<file path="config.mk">
export PLATFORM = sky130hd
export DESIGN_NAME = i2c_byte_master
export DESIGN_NICKNAME = d
export VERILOG_FILES = /design/src/rtl/i2cm_pkg.sv /design/src/rtl/i2cm_scl_div.sv /design/src/rtl/i2cm_line_sync.sv /design/src/rtl/i2cm_seq.sv /design/src/rtl/i2c_byte_master.sv
export SDC_FILE = /design/constraint.sdc
export NUM_CORES = 1
export LEC_CHECK = 0
export BUFFER_PORTS_ARGS = -buffer_cell sky130_fd_sc_hd__buf_4
export CORE_ASPECT_RATIO = 1.25
export CORE_MARGIN = 3
export CORE_UTILIZATION = 45
export CTS_BUF_LIST = sky130_fd_sc_hd__clkbuf_16
export DETAILED_ROUTE_END_ITERATION = 6
export GPL_TIMING_DRIVEN = 0
export PLACE_DENSITY = 0.65
export SYNTH_ARGS = -nofsm -noshare
export SYNTH_HDL_FRONTEND = slang
export SYNTH_HIERARCHICAL = 1
export SYNTH_SLANG_ARGS = --single-unit
</file>
<file path="constraint.sdc">
create_clock -name clk -period 2.32 [get_ports clk]
set_input_delay 0.464 -clock clk [delete_from_list [all_inputs] [get_ports clk]]
set_output_delay 0.464 -clock clk [all_outputs]
set_load 0.02 [all_outputs]
</file>
<file path="src/rtl/i2cm_pkg.sv">
`timescale 1ns/1ps
package i2cm_pkg;
  typedef enum logic [2:0] {
    ST_IDLE,
    ST_START,
    ST_BITS,
    ST_STOP_LOW,
    ST_STOP_SETUP,
    ST_GAP
  } seq_state_t;
endpackage

</file>
<file path="src/rtl/i2cm_scl_div.sv">
`timescale 1ns/1ps
module i2cm_scl_div #(
  parameter int HALF = 125
) (
  input  logic                      clk,
  input  logic                      rst_n,
  input  logic                      en,
  output logic                      scl,
  output logic [$clog2(HALF)-1:0]   cnt
);
  localparam int CW = $clog2(HALF);

  always_ff @(posedge clk or negedge rst_n) begin
    if (!rst_n) begin
      cnt <= '0;
      scl <= 1'b1;
    end else if (!en) begin
      cnt <= '0;
      scl <= 1'b1;
    end else if (cnt == CW'(HALF - 1)) begin
      cnt <= '0;
      scl <= ~scl;
    end else begin
      cnt <= cnt + 1'b1;
    end
  end


  scl_half_period_chk: assert property (@(posedge clk) disable iff (!rst_n)
    ($past(en) && !$stable(scl)) |-> ($past(cnt) == CW'(HALF - 1)));


  scl_rest_high_chk: assert property (@(posedge clk) disable iff (!rst_n)
    !en |=> scl);
endmodule

</file>
<file path="src/rtl/i2cm_line_sync.sv">
`timescale 1ns/1ps
module i2cm_line_sync (
  input  logic clk,
  input  logic rst_n,
  input  logic sda_raw,
  input  logic scl_int,
  output logic sda_s,
  output logic scl_lvl,
  output logic scl_rise,
  output logic scl_fall
);
  logic sda_meta;
  logic scl_prev;

  always_ff @(posedge clk or negedge rst_n) begin
    if (!rst_n) begin
      sda_meta <= 1'b1;
      sda_s    <= 1'b1;
      scl_lvl  <= 1'b1;
      scl_prev <= 1'b1;
    end else begin
      sda_meta <= sda_raw;
      sda_s    <= sda_meta;
      scl_lvl  <= scl_int;
      scl_prev <= scl_lvl;
    end
  end

  assign scl_rise = scl_lvl & ~scl_prev;
  assign scl_fall = ~scl_lvl & scl_prev;


  scl_edge_excl_chk: assert property (@(posedge clk) disable iff (!rst_n)
    scl_rise |=> !scl_rise);
endmodule

</file>
<file path="src/rtl/i2cm_seq.sv">
`timescale 1ns/1ps
module i2cm_seq
  import i2cm_pkg::*;
#(
  parameter int HALF       = 125,
  parameter int START_HOLD = 60,
  parameter int STOP_SETUP = 60,
  parameter int LEN_W      = 4
) (
  input  logic                    clk,
  input  logic                    rst_n,
  input  logic                    start,
  input  logic [6:0]              dev_addr,
  input  logic                    read_req,
  input  logic [LEN_W-1:0]        xfer_len,
  input  logic [7:0]              wr_data,
  input  logic                    wr_valid,
  output logic                    wr_ready,
  output logic [7:0]              rd_data,
  output logic                    rd_valid,
  output logic                    busy,
  output logic                    done,
  output logic                    nack_err,
  input  logic                    sda_s,
  input  logic                    scl_lvl,
  input  logic                    scl_rise,
  input  logic                    scl_fall,
  input  logic [$clog2(HALF)-1:0] cnt,
  output logic                    div_en,
  output logic                    pull
);
  localparam int CW       = $clog2(HALF);
  localparam int HOLD_CNT = HALF / 4;
  localparam int SMP_CNT  = HALF / 2;
  localparam int WW       = $clog2(HALF + START_HOLD + STOP_SETUP + 1);

  seq_state_t       st;
  logic [7:0]       sh;
  logic [3:0]       bitn;
  logic [LEN_W-1:0] rem;
  logic             rd_mode, addr_ph, seen_fall;
  logic [WW-1:0]    wcnt;

  logic lowtick, hightick, rdbyte, byte_end;
  assign lowtick  = !scl_lvl && (cnt == CW'(HOLD_CNT));
  assign hightick = scl_lvl && (cnt == CW'(SMP_CNT)) && seen_fall;
  assign rdbyte   = rd_mode && !addr_ph;
  assign byte_end = (st == ST_BITS) && hightick && bitn[3];
  assign wr_ready = byte_end && !rd_mode && !sda_s && (rem != '0);
  assign busy     = (st != ST_IDLE);

  always_ff @(posedge clk or negedge rst_n) begin
    if (!rst_n) begin
      st <= ST_IDLE; sh <= '0; bitn <= '0; rem <= '0;
      rd_mode <= 1'b0; addr_ph <= 1'b0; seen_fall <= 1'b0; wcnt <= '0;
      div_en <= 1'b0; pull <= 1'b0; done <= 1'b0; nack_err <= 1'b0;
      rd_data <= '0; rd_valid <= 1'b0;
    end else begin
      done     <= 1'b0;
      rd_valid <= 1'b0;
      case (st)
        ST_IDLE: if (start) begin
          sh <= {dev_addr, read_req}; rd_mode <= read_req; rem <= xfer_len;
          addr_ph <= 1'b1; bitn <= '0; nack_err <= 1'b0; pull <= 1'b1;
          wcnt <= '0; st <= ST_START;
        end
        ST_START: begin
          if (wcnt == WW'(START_HOLD - 1)) begin
            div_en <= 1'b1; seen_fall <= 1'b0; st <= ST_BITS;
          end else wcnt <= wcnt + 1'b1;
        end
        ST_BITS: begin
          if (scl_fall) seen_fall <= 1'b1;
          if (lowtick)
            pull <= bitn[3] ? (rdbyte && rem != LEN_W'(1)) : (!rdbyte && !sh[7]);
          if (hightick) begin
            if (!bitn[3]) begin
              sh   <= {sh[6:0], sda_s};
              bitn <= bitn + 1'b1;
              if (bitn == 4'd7 && rdbyte) begin
                rd_data <= {sh[6:0], sda_s}; rd_valid <= 1'b1;
              end
            end else begin
              bitn <= '0;
              if (rdbyte) begin
                rem <= rem - 1'b1;
                if (rem == LEN_W'(1)) st <= ST_STOP_LOW;
              end else if (sda_s) begin
                nack_err <= 1'b1; st <= ST_STOP_LOW;
              end else begin
                addr_ph <= 1'b0;
                if (rem == '0) st <= ST_STOP_LOW;
                else if (!rd_mode) begin sh <= wr_data; rem <= rem - 1'b1; end
              end
            end
          end
        end
        ST_STOP_LOW: begin
          if (lowtick) pull <= 1'b1;
          if (scl_rise && pull) begin div_en <= 1'b0; wcnt <= '0; st <= ST_STOP_SETUP; end
        end
        ST_STOP_SETUP: begin
          if (wcnt == WW'(STOP_SETUP - 1)) begin pull <= 1'b0; wcnt <= '0; st <= ST_GAP; end
          else wcnt <= wcnt + 1'b1;
        end
        ST_GAP: begin
          if (wcnt == WW'(HALF - 1)) begin st <= ST_IDLE; done <= 1'b1; end
          else wcnt <= wcnt + 1'b1;
        end
        default: st <= ST_IDLE;
      endcase
    end
  end


  sda_release_high_chk: assert property (@(posedge clk) disable iff (!rst_n)
    ($fell(pull) && scl_lvl) |-> (st == ST_GAP));


  nack_to_stop_chk: assert property (@(posedge clk) disable iff (!rst_n)
    $rose(nack_err) |-> (st == ST_STOP_LOW));


  done_pulse_chk: assert property (@(posedge clk) disable iff (!rst_n)
    done |=> !done);


  wr_source_chk: assert property (@(posedge clk) disable iff (!rst_n)
    wr_ready |-> wr_valid);
endmodule

</file>
<file path="src/rtl/i2c_byte_master.sv">
`timescale 1ns/1ps
module i2c_byte_master #(
  parameter int HALF       = 125,
  parameter int START_HOLD = 60,
  parameter int STOP_SETUP = 60,
  parameter int LEN_W      = 4
) (
  input  logic             clk,
  input  logic             rst_n,
  input  logic             start,
  input  logic [6:0]       dev_addr,
  input  logic             read_req,
  input  logic [LEN_W-1:0] xfer_len,
  input  logic [7:0]       wr_data,
  input  logic             wr_valid,
  output logic             wr_ready,
  output logic [7:0]       rd_data,
  output logic             rd_valid,
  output logic             busy,
  output logic             done,
  output logic             nack_err,
  output logic             scl_out,
  input  logic             sda_in,
  output logic             sda_pull
);
  localparam int CW = $clog2(HALF);

  logic          div_en, sda_s, scl_lvl, scl_rise, scl_fall;
  logic [CW-1:0] cnt;

  i2cm_scl_div #(.HALF(HALF)) u_div (
    .clk(clk), .rst_n(rst_n), .en(div_en), .scl(scl_out), .cnt(cnt)
  );

  i2cm_line_sync u_sync (
    .clk(clk), .rst_n(rst_n), .sda_raw(sda_in), .scl_int(scl_out),
    .sda_s(sda_s), .scl_lvl(scl_lvl), .scl_rise(scl_rise), .scl_fall(scl_fall)
  );

  i2cm_seq #(.HALF(HALF), .START_HOLD(START_HOLD), .STOP_SETUP(STOP_SETUP),
             .LEN_W(LEN_W)) u_seq (
    .clk(clk), .rst_n(rst_n), .start(start), .dev_addr(dev_addr),
    .read_req(read_req), .xfer_len(xfer_len), .wr_data(wr_data),
    .wr_valid(wr_valid), .wr_ready(wr_ready), .rd_data(rd_data),
    .rd_valid(rd_valid), .busy(busy), .done(done), .nack_err(nack_err),
    .sda_s(sda_s), .scl_lvl(scl_lvl), .scl_rise(scl_rise), .scl_fall(scl_fall),
    .cnt(cnt), .div_en(div_en), .pull(sda_pull)
  );


  start_only_idle_chk: assert property (@(posedge clk) disable iff (!rst_n)
    ($rose(sda_pull) && scl_out && $past(scl_out)) |-> $past(!busy));
endmodule

</file>
==> impl_metrics.env <==
export IMPL_yosysTopAreaCell="dfrtp_1"
export IMPL_cts_tree="yes"
export IMPL_drtPass1Iterations=4
export IMPL_die_w_um=78.8
export IMPL_design_die_area_um2=7650
export IMPL_grt_overflow=0
export IMPL_syn_inst=302
export IMPL_critPathBufInv=2
export IMPL_dp_cells=425
export IMPL_fillers=579
export IMPL_antenna_left=0
export IMPL_grt_pass1_wl_um=11000
export IMPL_io_pin_count=40
export IMPL_diodes=0
export IMPL_viasPerCell=5.58
export IMPL_slew_headroom=0.541
export IMPL_setup_viol=0
export IMPL_yosysWarningCount=6
export IMPL_root_buffer="clkbuf_16"
export IMPL_wl_met1_um=2910
export IMPL_p_leak_uw=0.00167
export IMPL_gr_usage_all_layers=0.177
export IMPL_final_nets=382
export IMPL_cp_max_fo=2
export IMPL_drc=0
export IMPL_core_area_um2=6290
export IMPL_required_ns=1.86
export IMPL_antenna_found_initial=0
export IMPL_cts_htree_levels=2
export IMPL_layout_commonest_cell="dfrtp_1"
export IMPL_p_per_area_nw_per_um2=862
export IMPL_regArea_um2=1380
export IMPL_async_flop_share=1.00
export IMPL_wl_met2_um=3270
export IMPL_drive_gt1_frac=0.263
export IMPL_numCtsBuffers=5
export IMPL_synth_top_cell_area_share=0.419
export IMPL_synth_edf_count=0
export IMPL_path_class="flip-flop to primary output"
export IMPL_hold_violations=0
export IMPL_maxSlewViolCount=0
export IMPL_wl_per_cell_um=15.0
export IMPL_period_share=0.955
export IMPL_cp_end_kind="primary output"
export IMPL_clockBufferDepth=2
export IMPL_grt_max_degree=56
export IMPL_drt_total_wl_um=6510
export IMPL_highest_layer="met4"
export IMPL_final_cell_mix="dfrtp_1 (50), buf_4 (42), nand2_1 (29), nor2_1 (27), o21ai_0 (21)"
export IMPL_synthFlopType="dfrtp_1"
export IMPL_synth_area_um2=2980
export IMPL_cp_slowest_cell="or3_4"
export IMPL_clock_skew_final_ns=0.00515
export IMPL_drt_iter0_markers=157
export IMPL_dieHeight_um=97.0
export IMPL_cp_data_arrival_time_ns=1.75
export IMPL_vias=2427
export IMPL_avgSynthCellArea_um2=9.88
export IMPL_clk_pin_slew_worst_paths_ns=0.07
export IMPL_run_status="complete, no violations"
export IMPL_ys_types=55
export IMPL_max_slew_worst_pin_slew_ns=0.688
export IMPL_maxCapViolCount=0
export IMPL_cp_start_kind="flip-flop"
export IMPL_start_util=0.475
export IMPL_synth_nets=335
export IMPL_yosysSeqAreaShare=0.463
export IMPL_layout_cells_non_filler=435
export IMPL_grt_pass1_vias=2346
export IMPL_fmax_mhz=451
export IMPL_synthTopCellsByArea="dfrtp_1 (42%), mux2_2 (6.0%), dfstp_2 (4.4%)"
export IMPL_hpwlAfterDp_um=4650
export IMPL_min_period_ns=2.22
export IMPL_cp_top_family="simple AND/OR/NAND/NOR gates"
export IMPL_synthToLayoutAreaGrowth_pct=21.2
export IMPL_path_cells="inv_2, ha_2, nor3b_2, or3_4, nor3_4, buf_6"
export IMPL_ys_ff_latch=55
export IMPL_portBuffers=38
export IMPL_timing_setup_tns_ns=0
export IMPL_rows=32
export IMPL_multi_input_area_um2=1560
export IMPL_clock_latency_ns=0.29
export IMPL_cts_sinks=55
export IMPL_rsz0062_at_grt="no"
export IMPL_ir_worst_vdd_mv=0.563
export IMPL_hold_path_class="input pin to async pin"
export IMPL_dr_wl_met3_um=243
export IMPL_max_stage_delay_ns=0.39
export IMPL_place_congestion=0.823
==> path summary, 6_finish.rpt <==
| check | from | endpoint | slack, ns | cells past startpoint |
|---|---|---|---|---|
| setup / recovery | u_seq/rem[0] | wr_ready | 0.10 | 6 |
| min in group clk | sda_in | u_sync/sda_meta | 0.28 | 1 |
| setup reg to reg | u_seq/st[1] | u_seq/rd_data[1] | 0.15 | 7 |
| hold / removal | rst_n | u_div/cnt[2] | 0.22 | 1 |
| hold reg to reg | u_sync/sda_meta | u_sync/sda_s | 0.36 | 0 |
| max in group asynchronous | rst_n | u_seq/rem[2] | 1.65 | 1 |
==> kinds of logic (layout without fill, tap and decap cells) <==
family	Yosys count	in the layout	share of synthesized area
flip-flops	55	55	0.463
AO/OA/AOI/OAI	73	73	0.166
multiplexers	26	26	0.0943
buffers and inverters	23	71	0.0314
XOR/XNOR	3	3	0.00881
AND/OR/NAND/NOR	114	114	0.202
adder cells (fa/ha/maj)	8	8	0.0335
==> per-stage QoR <==
stage	hold WS, ns	util	setup slack, ns	area [µm²]	power [µW]
after floorplan	0.168	-	0.218	2980	2020
after global placement	0.346	0.537	0.0386	3380	2240
after detailed placement	0.348	0.537	-0.00327	3380	2270
after CTS	0.247	0.565	0.00558	3550	3120
after global routing	0.267	0.575	0.00661	3620	3350
final	0.216	0.575	0.104	3620	3120
==> worst register-to-register path: stages (launching register included) <==
cell and delay, ns:
dfrtp_1 0.33, buf_4 0.16, or3b_1 0.35, buf_4 0.22, nor2_8 0.13, nand2_2 0.08
nor3_4 0.41, mux2_2 0.39
==> where the power goes <==
part	internal, µW	switching (µW)
Sequential	1190	239
Clock	504	322
Combinational	427	440
==> repair_timing <==
item / in CTS / in global routing
gates resized for setup: 2 / 12
buffers inserted: 1 / 2
setup endpoints to repair: 11 / 13
pin swaps: 1 / 3
hold buffers: 0 / 0
==> synthesized netlist by cell type, types with 4 or more instances <==
| master | count |
|---|---|
| nand2_1 | 29 |
| o21ai_0 | 21 |
| nor3_1 | 11 |
| dfstp_2 | 5 |
| o2bb2ai_1 | 4 |
| a21o_1 | 4 |
| clkbuf_1 | 8 |
| inv_1 | 13 |
| nand3_1 | 10 |
| nand4_1 | 4 |
| nor2_1 | 28 |
| a21oi_1 | 9 |
| nand2b_1 | 4 |
| or3_1 | 6 |
| dfrtp_1 | 50 |
| a31oi_1 | 5 |
| ha_1 | 8 |
| mux2_2 | 16 |
| mux2i_1 | 9 |
| a22o_1 | 4 |
==> state kept, by name, indices dropped and copies added (netlist names) <==
name             count
u_seq/wcnt           8
u_seq/pull           1
u_seq/rd_mode        1
u_sync/scl_prev      1
u_sync/sda_meta      1
u_div/scl            1
u_div/cnt            7
u_sync/sda_s         1
u_seq/rd_data        8
u_seq/rd_valid       1
u_seq/st             3
u_seq/sh             8
u_seq/nack_err       1
u_seq/addr_ph        1
u_seq/div_en         1
u_seq/bitn           4
u_seq/seen_fall      1
u_seq/done           1
u_seq/rem            4
u_sync/scl_lvl       1
==> layer usage <==
layer | track usage | up-vias
li1 | - | 1196
met1 | 0.232 | 1169
met2 | 0.292 | 55
met3 | 0.0345 | 7
met4 | 0.0595 | 0
met5 | 0 | -
==> layout make-up <==
class,instances,area share
clock inverters,3,0.0107
plain buffers,9,0.0114
repair buffers,41,0.0861
clock buffers,5,0.0346
inverters,13,0.0135
flip-flops and latches,55,0.382
multi-input cells,224,0.432
well taps,85,0.0294
Power figures use the tool's default switching activity.
